`src/rtl/ocf_pkg.sv`:
```
package ocf_pkg;

  typedef enum logic {
    CH_RUN     = 1'b0,
    CH_HOLDOFF = 1'b1
  } ch_state_e;

  function automatic int cnt_width(input int max_val);
    if (max_val < 2) return 1;
    return $clog2(max_val + 1);
  endfunction

endpackage

```
`src/rtl/ocf_deglitch.sv`:
```
module ocf_deglitch #(
  parameter int DEGLITCH_CYC = 300
) (
  input  logic clk,
  input  logic rst_n,
  input  logic clr,
  input  logic arm,
  input  logic oc,
  output logic trip
);
  localparam int DGW = ocf_pkg::cnt_width(DEGLITCH_CYC);
  localparam logic [DGW-1:0] DG_MAX = DGW'(DEGLITCH_CYC);

  logic [DGW-1:0] cnt_q;
  logic           at_max;

  assign at_max = (cnt_q == DG_MAX);
  assign trip   = arm && oc && at_max;

  always_ff @(posedge clk or negedge rst_n) begin
    if (!rst_n) begin
      cnt_q <= '0;
    end else if (clr || !arm || !oc) begin
      cnt_q <= '0;
    end else if (!at_max) begin
      cnt_q <= cnt_q + 1'b1;
    end
  end

  AST_DG_BOUND: assert property (@(posedge clk) disable iff (!rst_n)
    cnt_q <= DG_MAX) else $error("deglitch count overran");

  AST_DG_LOW_CLEARS: assert property (@(posedge clk) disable iff (!rst_n)
    !oc |=> cnt_q == '0) else $error("count survived a low sample");

endmodule

```
`src/rtl/ocf_retry_timer.sv`:
```
module ocf_retry_timer
  import ocf_pkg::*;
#(
  parameter int RETRY_CYC = 120000
) (
  input  logic clk,
  input  logic rst_n,
  input  logic clr,
  input  logic trip,
  output logic holdoff
);
  localparam int RC  = (RETRY_CYC < 1) ? 1 : RETRY_CYC;
  localparam int RTW = cnt_width(RC - 1);
  localparam logic [RTW-1:0] RT_LAST = RTW'(RC - 1);

  ch_state_e      state_q;
  logic [RTW-1:0] cnt_q;

  assign holdoff = (state_q == CH_HOLDOFF);

  always_ff @(posedge clk or negedge rst_n) begin
    if (!rst_n) begin
      state_q <= CH_RUN;
      cnt_q   <= '0;
    end else if (clr) begin
      state_q <= CH_RUN;
      cnt_q   <= '0;
    end else begin
      unique case (state_q)
        CH_RUN: begin
          cnt_q <= '0;
          if (trip) state_q <= CH_HOLDOFF;
        end
        CH_HOLDOFF: begin
          if (cnt_q == RT_LAST) begin
            state_q <= CH_RUN;
            cnt_q   <= '0;
          end else begin
            cnt_q <= cnt_q + 1'b1;
          end
        end
        default: state_q <= CH_RUN;
      endcase
    end
  end

  AST_HOLD_NO_RESTART: assert property (@(posedge clk) disable iff (!rst_n)
    (holdoff && $past(holdoff) && !$past(clr)) |-> cnt_q != '0)
    else $error("hold-off count restarted");

  AST_TRIP_ONLY_IN_RUN: assert property (@(posedge clk) disable iff (!rst_n)
    ($rose(holdoff)) |-> $past(trip)) else $error("hold-off without trip");

endmodule

```
`src/rtl/ocf_fault_merge.sv`:
```
module ocf_fault_merge #(
  parameter int NUM_BRIDGES = 2
) (
  input  logic [NUM_BRIDGES-1:0] holdoff,
  input  logic                   ovtemp,
  input  logic                   uvlo,
  input  logic                   sup_ready,
  output logic [NUM_BRIDGES-1:0] bridge_en,
  output logic                   fault_n
);
  logic global_ok;

  assign global_ok = !ovtemp && !uvlo && sup_ready;

  for (genvar b = 0; b < NUM_BRIDGES; b++) begin : g_en
    assign bridge_en[b] = global_ok && !holdoff[b];
  end

  assign fault_n = global_ok && !(|holdoff);

endmodule

```
`src/rtl/ocf_retry_ctrl.sv`:
```
module ocf_retry_ctrl #(
  parameter int NUM_BRIDGES  = 2,
  parameter int DEGLITCH_CYC = 300,
  parameter int RETRY_CYC    = 120000
) (
  input  logic                   clk,
  input  logic                   rst_n,
  input  logic [NUM_BRIDGES-1:0] oc_raw_i,
  input  logic                   ovtemp_i,
  input  logic                   uvlo_i,
  input  logic                   sup_ready_i,
  output logic [NUM_BRIDGES-1:0] bridge_en_o,
  output logic                   fault_n_o
);
  logic                   clr_all;
  logic [NUM_BRIDGES-1:0] trip;
  logic [NUM_BRIDGES-1:0] holdoff;

  assign clr_all = uvlo_i || !sup_ready_i;

  for (genvar b = 0; b < NUM_BRIDGES; b++) begin : g_ch
    ocf_deglitch #(
      .DEGLITCH_CYC(DEGLITCH_CYC)
    ) i_dg (
      .clk  (clk),
      .rst_n(rst_n),
      .clr  (clr_all),
      .arm  (!holdoff[b]),
      .oc   (oc_raw_i[b]),
      .trip (trip[b])
    );

    ocf_retry_timer #(
      .RETRY_CYC(RETRY_CYC)
    ) i_rt (
      .clk    (clk),
      .rst_n  (rst_n),
      .clr    (clr_all),
      .trip   (trip[b]),
      .holdoff(holdoff[b])
    );

    AST_TRIP_DROPS_OWN: assert property (@(posedge clk) disable iff (!rst_n)
      (trip[b] && !clr_all) |=> !bridge_en_o[b]) else $error("bridge stayed on");
  end

  ocf_fault_merge #(
    .NUM_BRIDGES(NUM_BRIDGES)
  ) i_merge (
    .holdoff  (holdoff),
    .ovtemp   (ovtemp_i),
    .uvlo     (uvlo_i),
    .sup_ready(sup_ready_i),
    .bridge_en(bridge_en_o),
    .fault_n  (fault_n_o)
  );

  AST_FAULT_DURING_HOLD: assert property (@(posedge clk) disable iff (!rst_n)
    (|holdoff) |-> !fault_n_o) else $error("fault pin released in hold-off");

  AST_OT_ALL_OFF: assert property (@(posedge clk) disable iff (!rst_n)
    ovtemp_i |-> (bridge_en_o == '0 && !fault_n_o)) else $error("ovtemp leak");

  AST_UV_ALL_OFF: assert property (@(posedge clk) disable iff (!rst_n)
    uvlo_i |-> (bridge_en_o == '0 && !fault_n_o)) else $error("uvlo leak");

  AST_UV_CLEARS: assert property (@(posedge clk) disable iff (!rst_n)
    uvlo_i |=> holdoff == '0) else $error("state survived uvlo");

  AST_NRDY_CLEARS: assert property (@(posedge clk) disable iff (!rst_n)
    !sup_ready_i |=> holdoff == '0) else $error("state survived not-ready");

endmodule

```
`config.mk`:
```
export PLATFORM = sky130hd
export DESIGN_NAME = ocf_retry_ctrl
export DESIGN_NICKNAME = d
export VERILOG_FILES = /design/src/rtl/ocf_pkg.sv /design/src/rtl/ocf_deglitch.sv /design/src/rtl/ocf_retry_timer.sv /design/src/rtl/ocf_fault_merge.sv /design/src/rtl/ocf_retry_ctrl.sv
export SDC_FILE = /design/constraint.sdc
export NUM_CORES = 1
export LEC_CHECK = 0
export ABC_AREA = 1
export BUFFER_PORTS_ARGS = -buffer_cell sky130_fd_sc_hd__buf_2
export CORE_AREA = 2 2 92 94
export DETAILED_ROUTE_END_ITERATION = 7
export DIE_AREA = 0 0 94 96
export SKIP_LAST_GASP = 1
export SLEW_MARGIN = 0
export SYNTH_ARGS = -nofsm -noshare
export SYNTH_HDL_FRONTEND = slang
export SYNTH_SLANG_ARGS = --single-unit
```
`constraint.sdc`:
```
create_clock -name clk -period 1.32 [get_ports clk]
set_input_delay 0.264 -clock clk [delete_from_list [all_inputs] [get_ports clk]]
set_output_delay 0.264 -clock clk [all_outputs]
set_load 0.02 [all_outputs]
```
# After elaboration in Yosys (flattened, before gate mapping)
# Cells that the tools add are included.
[word_totals] reg_bits=54 wordCells=59
[classes] eq_ne=6 reduce_logical=23 bitwise_logic=2 muxes=18 addsub=4
[ops] operator="two-way mux 17 bit" count=4
[ops] operator="one-hot mux 17 bit (2 select lines)" count=2
[ops] operator="two-way mux 9 bit" count=4
[ops] operator="adder 17 x 1 -> 17 bit, second input constant" count=2
[ops] operator="== test 17 bit, second input constant" count=2
[ops] operator="adder 9 x 1 -> 9 bit, second input constant" count=2
[ops] operator="== test 9 bit, second input constant" count=2
[ops] operator="logical AND 1 bit" count=9
[ops] operator="logical NOT 1 bit" count=8
[ops] operator="two-way mux 1 bit" count=6
[ops] operator="logical OR 1 bit" count=5
[ops] operator="!= test 2 bit, second input constant" count=2
[ops] operator="one-hot mux 1 bit (2 select lines)" count=2
[ops] operator="inverter 1 bit" count=2
[ops] operator="OR reduction 2 bit" count=1

# Longest topological paths before layout
# Gate-level depths: netlist of run 1.
[depth] depth_word=6 mapped_depth=10

# Modules after synthesis
# Synthesis of run 1 repeated with hierarchy kept, for this count alone.
[unflattened] cells_unflattened=430 hier_area_um2=3205.6
[modules_own_cells] mod="ocf_retry_timer" n_inst=2 cells_each=130 area_each_um2=1017.2 seq_area_each_um2=450.4
[modules_own_cells] mod="ocf_deglitch" n_inst=2 cells_each=79 area_each_um2=563.0 seq_area_each_um2=225.2
[modules_own_cells] mod="ocf_fault_merge" n_inst=1 cells_each=8 area_each_um2=30.0 seq_area_each_um2=0.0
[modules_own_cells] mod="ocf_retry_ctrl" n_inst=1 cells_each=4 area_each_um2=15.0 seq_area_each_um2=0.0

# Worst setup path after synthesis of run 1
# OpenSTA, ideal clock, no wires.
[synth_timing] kind="input port to output port" start="input sup_ready_i" end="output fault_n_o" arrival_time_ps=1224 path_stages=5 required_ps=1056 slack_ps=-168 path_cell_list="inv_1 > nor2_2 > inv_2 > or2_2 > nor3_1"
[synth_via] elab_chain_len=2
[synth_lines] element="start, declared" line="ocf_retry_ctrl.sv:11" source="input logic sup_ready_i,"
[synth_lines] element="logical AND 1 bit" line="ocf_fault_merge.sv:13" source="assign global_ok = !ovtemp && !uvlo && sup_ready;"
[synth_lines] element="logical AND 1 bit" line="ocf_fault_merge.sv:19" source="assign fault_n = global_ok && !(|holdoff);"
[synth_lines] element="end, declared" line="ocf_retry_ctrl.sv:13" source="output logic fault_n_o"
# Every way passes these cells.

# Worst setup path after layout of run 1
[layout_timing] start="register g_ch[0].i_rt.cnt_q[0]" end="register g_ch[0].i_rt.cnt_q[13]"
[layout_via] elab_chain_len=4 word_cells_on_any_way=5 classes_between="add/sub (1); eq/ne (1); mux (3)"
[layout_lines] element="start, declared" line="ocf_retry_timer.sv:17" source="logic [RTW-1:0] cnt_q;"
[layout_lines] element="start signal, assigned" line="ocf_retry_timer.sv:39" source="cnt_q <= cnt_q + 1'b1;"
[layout_lines] element="adder 17 x 1 -> 17 bit or == test 17 bit (tied branches)" line="ocf_retry_timer.sv:39, ocf_retry_timer.sv:35"
[layout_lines] element="two-way mux 17 bit (*)" line="ocf_retry_timer.sv:35" source="if (cnt_q == RT_LAST) begin"
[layout_lines] element="one-hot mux 17 bit (2 select lines) (*)" line="ocf_retry_timer.sv:29" source="unique case (state_q)"
[layout_lines] element="two-way mux 17 bit (*)" line="ocf_retry_timer.sv:25" source="end else if (clr) begin"
# Every way passes the cells marked *; elsewhere a longest branch is shown, timed or not.
# A chain may end at the register's enable or synchronous reset.

==> reports/qor.csv, run 1 <==
stage,metric,value,unit
placement,Detail Placement HPWL,4670,um
yosys,average cell area after synthesis,7.89,sq um
worst_setup_path,dominant delay contributor by cell family on the critical path,simple AND/OR/NAND/NOR gates,
run,max capacitance violation total,0,
finish,area growth from synthesis to layout,28.6,%
timing,Worst slew margin,0.759,
finish,final cell count without fillers,566,
route,total wire length after detailed routing,6510,um
timing,Worst-Margin Slew,0.361,ns
outcome,violations in the final reports,negative setup slack,
route,first-iteration detailed-routing DRC count,56,
timing,max-slew violation count,0,
die,I/O pins,10,
clock_network,worst-skew pair later-pin latency,0.31,ns
worst_setup_path,startpoint kind of the worst setup timing path,register,
yosys,number of synthesized register bits,54,
yosys,Post-Syn Area,0.00316,sq mm
placement,Buffers on Ports,9,
finish,area of the multi-input gates,0.00186,sq mm
die,area of the die,0.00902,sq mm
yosys,adder and majority gate portion of the synthesized area,0.0238,
route,detail-routed net length per standard cell,11.5,um
global_routing,wire length of the first global-routing pass,10900,um
power,peak supply drop,0.486,mV
timing,final worst-path cycle share,1.04,
power,Lkg Pwr,1.81,nW
yosys,main combinational cell family by area after synthesis,simple AND/OR/NAND/NOR gates,
clock_network,CTS Root Buffer Type,sky130_fd_sc_hd__clkbuf_8,
timing,worst clock skew on the final layout,0.0134,ns
worst_setup_path,cell with the largest stage delay on the worst path,sky130_fd_sc_hd__dfrtp_1,
route,vias,2663,
worst_setup_path,crit-path max cell delay,0.41,ns
yosys,number of warnings printed during yosys synthesis,0,
global_routing,via count of the first global-routing pass,2512,
global_routing,All-Layer GR Usage,0.149,
yosys,compound-gate portion of the synthesized area,0.0337,
worst_setup_path,"Cell Chain, Critical Path",ha_4 -> nand3_4 -> nor2_8 -> nand3_4 -> buf_6 -> nand3_2 -> nor2_2,
outcome,outcome,"finished, violations left",
yosys,mux share of post-synthesis cell area,0,
worst_setup_path,"Worst Path Class, Setup",reg2reg,
worst_setup_path,CP max FO,3,
finish,"commonest cells after routing, fill and taps aside","sky130_fd_sc_hd__nand2_1 (84), sky130_fd_sc_hd__dfrtp_1 (51), sky130_fd_sc_hd__nor2_1 (45), sky130_fd_sc_hd__inv_1 (42), sky130_fd_sc_hd__buf_4 (39)",
timing,number of failing setup endpoints in the final timing report,12,
global_routing,overflow left after global routing,0,
clock_network,number of buffers between clock root and the deepest sink,2,
clock_network,clock transition time at the flip-flop clock pins of the worst setup and hold paths,0.10,ns
yosys,area share of xor/xnor cells in the synthesized design,0.0527,
die,width of the die,94,um
global_routing,initial antenna violation count,0,
timing,Highest Clock Rate,729,MHz
finish,"leading cell type in the layout, fill and taps excluded",sky130_fd_sc_hd__nand2_1,
finish,register cell area after layout,0.00136,sq mm
timing,final worst slack,-0.0517,ns
yosys,Synthesized Nets,413,
worst_setup_path,endpoint kind of the worst setup timing path,register,
finish,Antenna Diode Count,0,
finish,layout cell share with drive strength beyond 1,0.332,
timing,hold slack final,0.356,ns
global_routing,largest net degree at the start of global routing,29,
worst_hold_path,hold crit path type,in2reg,
die,total number of placement rows,33,
timing,setup TNS after final layout,-0.171,ns
timing,RSZ-0062 raised after global routing,true,
yosys,sequential cell area fraction in the yosys report,0.428,
die,Die Ht,96,um
route,number of DRC violations after detailed routing,0,
route,vias per std cell,4.70,
yosys,Post-Synth Simple-Gate Area,0.390,
timing,clock period minus final worst setup slack,1.37,ns
route,number of routed nets with antenna violations,0,
power,final total power,2.70,mW
worst_setup_path,Buf/Inv on CP,1,
yosys,number of distinct standard cells referenced by the synthesized netlist,28,
finish,fill count,764,
clock_network,count of H-tree levels built during CTS,2,
yosys,Post-Synthesis Cells,400,
worst_setup_path,arrival time of the worst setup path,1.58,ns
worst_setup_path,worst endpoint required time,1.53,ns
die,core box area,0.00805,sq mm
placement,pre-CTS setup slack,-0.120,ns
placement,weighted congestion at the end of routability-driven global placement,0.858,
placement,placed cell count,551,
finish,net total in the final layout,473,
clock_network,clock buffers created by TritonCTS,5,
worst_setup_path,most frequent cell on the critical path,sky130_fd_sc_hd__nand3_4,
die,initial core utilization,0.392,
clock_network,clock tree from TritonCTS,yes,
timing,Final Hold Violating Endpoints,0,
route,first-pass detailed-route iteration total,4,
clock_network,CTS sink count,54,
power,total power density per cell area,664,mW/mm^2
## flip-flops by register name (all words and copies together) (netlist names)
signal	count
g_ch.i_dg.cnt_q	18
g_ch.i_rt.cnt_q	34
g_ch.i_rt.holdoff	2
## final cells by class
cell class,instances,share of cell area
Multi-Input combinational cell,295,0.457
Sequential cell,54,0.334
Timing Repair Buffer,54,0.109
Inverter,50,0.0462
Tap cell,105,0.0324
Clock buffer,6,0.0179
Clock inverter,2,0.00339
## layer usage
metal / global-route usage / share of wire / vias to the layer above
li1: - / - / 1386
met5: 0 / 0 / -
met3: 0.0313 / 0.025 / 4
met1: 0.200 / 0.48 / 1245
met2: 0.248 / 0.49 / 28
met4: 0.0386 / 0.0078 / 0
## per-stage QoR
step | cell area (sq um) | util
2_1_floorplan | 3190 | -
5_1_grt | 4060 | 0.504
3_3_place_gp | 3620 | 0.449
4_1_cts | 3790 | 0.470
6_report | 4060 | 0.504
3_5_place_dp | 3620 | 0.449
## cell usage after synthesis
cell / number / area (sq um)
sky130_fd_sc_hd__nor2_8: 2 / 40.0
sky130_fd_sc_hd__a31oi_1: 3 / 18.8
sky130_fd_sc_hd__nand3_4: 2 / 35.0
sky130_fd_sc_hd__o21bai_1: 1 / 7.51
sky130_fd_sc_hd__nand4_4: 1 / 21.3
sky130_fd_sc_hd__nand3_1: 35 / 175
sky130_fd_sc_hd__nor2_1: 60 / 225
sky130_fd_sc_hd__nand2_2: 1 / 6.26
sky130_fd_sc_hd__nor3_2: 2 / 20.0
sky130_fd_sc_hd__nor3_1: 6 / 30.0
sky130_fd_sc_hd__nor2_4: 2 / 22.5
sky130_fd_sc_hd__o21ai_0: 10 / 50.1
sky130_fd_sc_hd__and2_1: 4 / 25.0
sky130_fd_sc_hd__nor2_2: 25 / 156
sky130_fd_sc_hd__dfrtp_1: 54 / 1350
sky130_fd_sc_hd__nand3_2: 1 / 10.0
sky130_fd_sc_hd__nand2_4: 2 / 22.5
sky130_fd_sc_hd__inv_2: 2 / 7.51
sky130_fd_sc_hd__nand4_1: 12 / 75.1
sky130_fd_sc_hd__ha_1: 6 / 75.1
sky130_fd_sc_hd__or2_2: 4 / 25.0
sky130_fd_sc_hd__inv_1: 48 / 180
sky130_fd_sc_hd__xnor2_1: 9 / 78.8
sky130_fd_sc_hd__and3_1: 1 / 6.26
sky130_fd_sc_hd__nand2_1: 89 / 334
sky130_fd_sc_hd__a21oi_1: 6 / 30.0
sky130_fd_sc_hd__buf_12: 2 / 40.0
sky130_fd_sc_hd__xor2_1: 10 / 87.6
## path summary, 6_finish.rpt
check / endpoint / startpoint / cells past startpoint / slack, ns
min in group asynchronous: g_ch[0].i_rt.cnt_q[7] / rst_n / 3 / 0.48
hold reg to reg: g_ch[0].i_rt.cnt_q[16] / g_ch[0].i_rt.cnt_q[16] / 2 / 0.54
hold / removal: g_ch[0].i_rt.cnt_q[11] / uvlo_i / 5 / 0.36
setup / recovery: g_ch[0].i_rt.cnt_q[13] / g_ch[0].i_rt.cnt_q[0] / 7 / -0.05
setup reg to reg: g_ch[0].i_rt.cnt_q[13] / g_ch[0].i_rt.cnt_q[0] / 7 / -0.05
max in group asynchronous: g_ch[0].i_rt.holdoff / rst_n / 3 / 0.53
## report_power, final
part / internal (mW) / switching [mW] / leakage [nW]
Clock: 0.376 / 0.540 / 0.0452
Sequential: 1.66 / 0.00343 / 0.749
Combinational: 0.0473 / 0.0738 / 1.01
## what timing repair did
item | in CTS | in global routing
endpoints found under the hold margin | 54 | 0
hold buffers | 1 | 0
endpoints found under the setup margin | 25 | 51
pin swaps | 4 | 24
gates cloned | 1 | 0
gates resized for setup | 15 | 66
buffers inserted | 1 | 5
## kinds of logic (layout without fill, tap and decap cells)
group / Yosys count / after routing
fa+ha+maj: 6 / 6
xor+xnor: 19 / 19
compound gates: 20 / 20
simple gates: 249 / 250
flops: 54 / 54
buf+inv: 52 / 112
## tightest hold or removal path: cells and delay by family
kind,cells,cell delay (ns)
AND/OR/NAND/NOR,2,0.09
buffers and inverters,3,0.28
Note: power is estimated with default switching activity, not from simulation.
==> run 2, diff against run 1 <==
--- a/config.mk
+++ b/config.mk
@@ -7,6 +7,7 @@
 export LEC_CHECK = 0
 export ABC_AREA = 1
 export BUFFER_PORTS_ARGS = -buffer_cell sky130_fd_sc_hd__buf_2
+export CAP_MARGIN = 25
 export CORE_AREA = 2 2 92 94
 export DETAILED_ROUTE_END_ITERATION = 7
 export DIE_AREA = 0 0 94 96
==> constraint.sdc (replaced) <==
create_clock -name clk -period 1.5 [get_ports clk]
set_input_delay 0.3 -clock clk [delete_from_list [all_inputs] [get_ports clk]]
set_output_delay 0.3 -clock clk [all_outputs]
set_load 0.02 [all_outputs]
==> run 2 against run 1 <==
  * Power is 13% lower
  * The flow now finishes without violations
  * Critical endpoint is now g_ch[0].i_rt.cnt_q[9]
  * Non-clock buffer count is 34 lower
  * Worst setup slack better by 0.12 ns
  * Routed wire length is 7.6% lower
  * Die area stayed put
  * Via count is 6.0% lower
  * Critical path depth is 1 lower
  * Register-to-register slack better by 0.12 ns
  * Design area is 13% lower
  * Largest cell class unchanged
  * Clock skew is 0.0020 ns higher
  * First-iteration DRC count is 95% higher
==> reports/qor.csv, run 2 (synthesis gave the netlist of run 1 again) <==
stage,metric,value,unit,change
clock_network,number of buffers between clock root and the deepest sink,2,,unchanged
placement,placed cell count,522,,was 551
die,I/O pins,10,,unchanged
global_routing,All-Layer GR Usage,0.144,,was 0.149
finish,final cell count without fillers,530,,was 566
finish,"commonest cells after routing, fill and taps aside","sky130_fd_sc_hd__nand2_1 (89), sky130_fd_sc_hd__nor2_1 (60), sky130_fd_sc_hd__dfrtp_1 (53), sky130_fd_sc_hd__inv_1 (47), sky130_fd_sc_hd__nand3_1 (34)",,"was sky130_fd_sc_hd__nand2_1 (84), sky130_fd_sc_hd__dfrtp_1 (51), sky130_fd_sc_hd__nor2_1 (45), sky130_fd_sc_hd__inv_1 (42), sky130_fd_sc_hd__buf_4 (39)"
timing,worst clock skew on the final layout,0.0153,ns,was 0.0134 ns
timing,RSZ-0062 raised after global routing,true,,unchanged
worst_setup_path,"Worst Path Class, Setup",reg2reg,,unchanged
route,vias,2503,,was 2663
clock_network,CTS Root Buffer Type,sky130_fd_sc_hd__clkbuf_8,,unchanged
finish,Post-Layout Inst Area,0.00353,sq mm,was 0.00406 sq mm
power,relative contribution of sequential cells to total power,0.624,,was 0.615
timing,clock period minus final worst setup slack,1.43,ns,was 1.37 ns
worst_setup_path,CP max FO,14,,was 3
die,initial core utilization,0.392,,unchanged
clock_network,count of H-tree levels built during CTS,2,,unchanged
route,total wire length after detailed routing,6010,um,was 6510 um
worst_setup_path,endpoint kind of the worst setup timing path,register,,unchanged
global_routing,initial antenna violation count,0,,unchanged
power,Lkg Pwr,1.56,nW,was 1.81 nW
timing,Worst slew margin,0.755,,was 0.759
power,cell-internal power,1.81,mW,was 2.08 mW
route,first-pass detailed-route iteration total,6,,was 4
finish,layout cell share with drive strength beyond 1,0.176,,was 0.332
worst_setup_path,arrival time of the worst setup path,1.63,ns,was 1.58 ns
clock_network,clock buffers created by TritonCTS,5,,unchanged
worst_setup_path,startpoint kind of the worst setup timing path,register,,unchanged
die,total number of placement rows,33,,unchanged
global_routing,via count of the first global-routing pass,2387,,was 2512
die,Die Ht,96,um,unchanged
placement,Detail Placement HPWL,4430,um,was 4670 um
timing,hold slack final,0.395,ns,was 0.356 ns
power,Clk pwr share,0.336,,was 0.340
die,area of the die,0.00902,sq mm,unchanged
power,combinational fraction of design power,0.040,,was 0.045
finish,register with the most flip-flops,g_ch.i_rt.cnt_q,,unchanged
worst_hold_path,Min-Delay Startpoint,oc_raw_i[0],,was uvlo_i
timing,number of failing setup endpoints in the final timing report,0,,was 12
finish,"leading cell type in the layout, fill and taps excluded",sky130_fd_sc_hd__nand2_1,,unchanged
placement,Buffers on Ports,9,,unchanged
outcome,outcome,finished clean,,"was finished, violations left"
placement,Placed Area,0.00340,sq mm,was 0.00362 sq mm
timing,Worst-Margin Slew,0.366,ns,was 0.361 ns
power,switching component of the power,525,uW,was 617 uW
die,core box area,0.00805,sq mm,unchanged
clock_network,CTS sink count,54,,unchanged
clock_network,clock tree from TritonCTS,yes,,unchanged
finish,net total in the final layout,438,,was 473
run,max capacitance violation total,0,,unchanged
power,Sw Share,0.225,,was 0.229
clock_network,clock transition time at the flip-flop clock pins of the worst setup and hold paths,0.10,ns,about the same
global_routing,largest net degree at the start of global routing,55,,was 29
finish,flip-flop count of the largest register after layout,34,,unchanged
worst_setup_path,worst endpoint required time,1.69,ns,was 1.53 ns
route,number of DRC violations after detailed routing,0,,unchanged
global_routing,overflow left after global routing,0,,unchanged
clock_network,worst-skew pair later-pin latency,0.30,ns,was 0.31 ns
route,number of routed nets with antenna violations,0,,unchanged
finish,Antenna Diode Count,0,,unchanged
power,total power density per cell area,662,mW/mm^2,was 664 mW/mm^2
global_routing,wire length of the first global-routing pass,10400,um,was 10900 um
worst_setup_path,Worst Setup SP,g_ch[0].i_rt.cnt_q[1],,was g_ch[0].i_rt.cnt_q[0]
power,peak supply drop,0.331,mV,was 0.486 mV
route,detail-routed net length per standard cell,11.3,um,was 11.5 um
route,vias per std cell,4.72,,was 4.70
worst_hold_path,hold-critical path depth,5,,unchanged
timing,final worst-path cycle share,0.957,,was 1.04
timing,max-slew violation count,0,,unchanged
finish,fill count,823,,was 764
timing,Final Hold Violating Endpoints,0,,unchanged
placement,weighted congestion at the end of routability-driven global placement,0.858,,about the same
finish,final core utilization,0.438,,was 0.504
finish,area growth from synthesis to layout,11.8,%,was 28.6%
die,width of the die,94,um,unchanged
timing,final worst slack,0.0651,ns,was -0.0517 ns
worst_setup_path,R2R Path Start,g_ch[0].i_rt.cnt_q[1],,was g_ch[0].i_rt.cnt_q[0]
timing,Highest Clock Rate,697,MHz,was 729 MHz
worst_hold_path,hold crit path type,in2reg,,unchanged
worst_setup_path,logic depth of the worst register-to-register path,6,,was 7
route,first-iteration detailed-routing DRC count,109,,was 56
placement,pre-CTS setup slack,-0.0148,ns,was -0.120 ns
run 2: cell count changes in the layout (fill, tap and decap cells not counted), moves of 7 or more:
| cell | delta |
|---|---|
| sky130_fd_sc_hd__nor2_1 | +15 |
| sky130_fd_sc_hd__nand3_1 | +7 |
| sky130_fd_sc_hd__nor2_4 | -8 |
| sky130_fd_sc_hd__nor2_2 | -7 |
| sky130_fd_sc_hd__buf_6 | -9 |
| sky130_fd_sc_hd__buf_4 | -30 |
run 2: area by class of cell:
cell class | instances | area [sq um] | area share
multi-input cells | 294 | 1620 | 0.459
flip-flops and latches | 54 | 1350 | 0.383
inverters | 50 | 188 | 0.0532
repair buffers | 20 | 158 | 0.0447
well taps | 105 | 131 | 0.0372
clock buffers | 6 | 72.6 | 0.0206
clock inverters | 1 | 7.51 | 0.00213
run 2: path summary, 6_finish.rpt:
check / end / slack [ns]
setup / recovery: g_ch[0].i_rt.cnt_q[9] / 0.07
hold / removal: g_ch[0].i_dg.cnt_q[7] / 0.39
setup reg to reg: g_ch[0].i_rt.cnt_q[9] / 0.07
hold reg to reg: g_ch[1].i_rt.cnt_q[0] / 0.47
max in group asynchronous: g_ch[1].i_rt.cnt_q[9] / 0.72
min in group asynchronous: g_ch[0].i_rt.cnt_q[2] / 0.52
run 2: per-layer routing:
metal / vias to the layer above / part of all wire / GRT usage
li1: 1313 / - / -
met1: 1156 / 0.51 / 0.195
met2: 27 / 0.45 / 0.235
met3: 7 / 0.027 / 0.0258
met4: 0 / 0.014 / 0.0447
met5: - / 0 / 0
run 2: what timing repair did:
item | CTS | global route
setup endpoints to repair | 1 | 27
gates resized for setup | 2 | 9
buffers inserted | 0 | 0
hold endpoints to repair | 44 | 0
pin swaps | 0 | 2
hold buffers | 1 | 0
run 2: through the flow:
| stage | TNS (ns) | power [mW] |
|---|---|---|
| 5_1_grt | -0.228 | 2.46 |
| 3_5_place_dp | -0.0148 | 1.58 |
| 4_1_cts | 0 | 2.39 |
| 6_report | 0 | 2.34 |
| 2_1_floorplan | 0 | 1.52 |
| 3_3_place_gp | -0.00639 | 1.58 |
run 2: worst max-delay path, stage by stage (launching register included):
cell,delay [ns]
sky130_fd_sc_hd__dfrtp_1,0.39
sky130_fd_sc_hd__ha_2,0.22
sky130_fd_sc_hd__nand3_4,0.13
sky130_fd_sc_hd__nor2_8,0.14
sky130_fd_sc_hd__nand3_2,0.17
sky130_fd_sc_hd__nand2_8,0.19
sky130_fd_sc_hd__nor2_1,0.07
run 2: power by group through the flow:
| stage | Sequential [mW] | Combinational [mW] | Clock (mW) |
|---|---|---|---|
| after CTS | 1.46 | 0.0970 | 0.830 |
| after global routing | 1.46 | 0.107 | 0.888 |
| after detailed placement | 1.49 | 0.0928 | 0 |
| after floorplan | 1.49 | 0.0286 | 0 |
| after global placement | 1.49 | 0.0920 | 0 |
| final | 1.46 | 0.0935 | 0.785 |
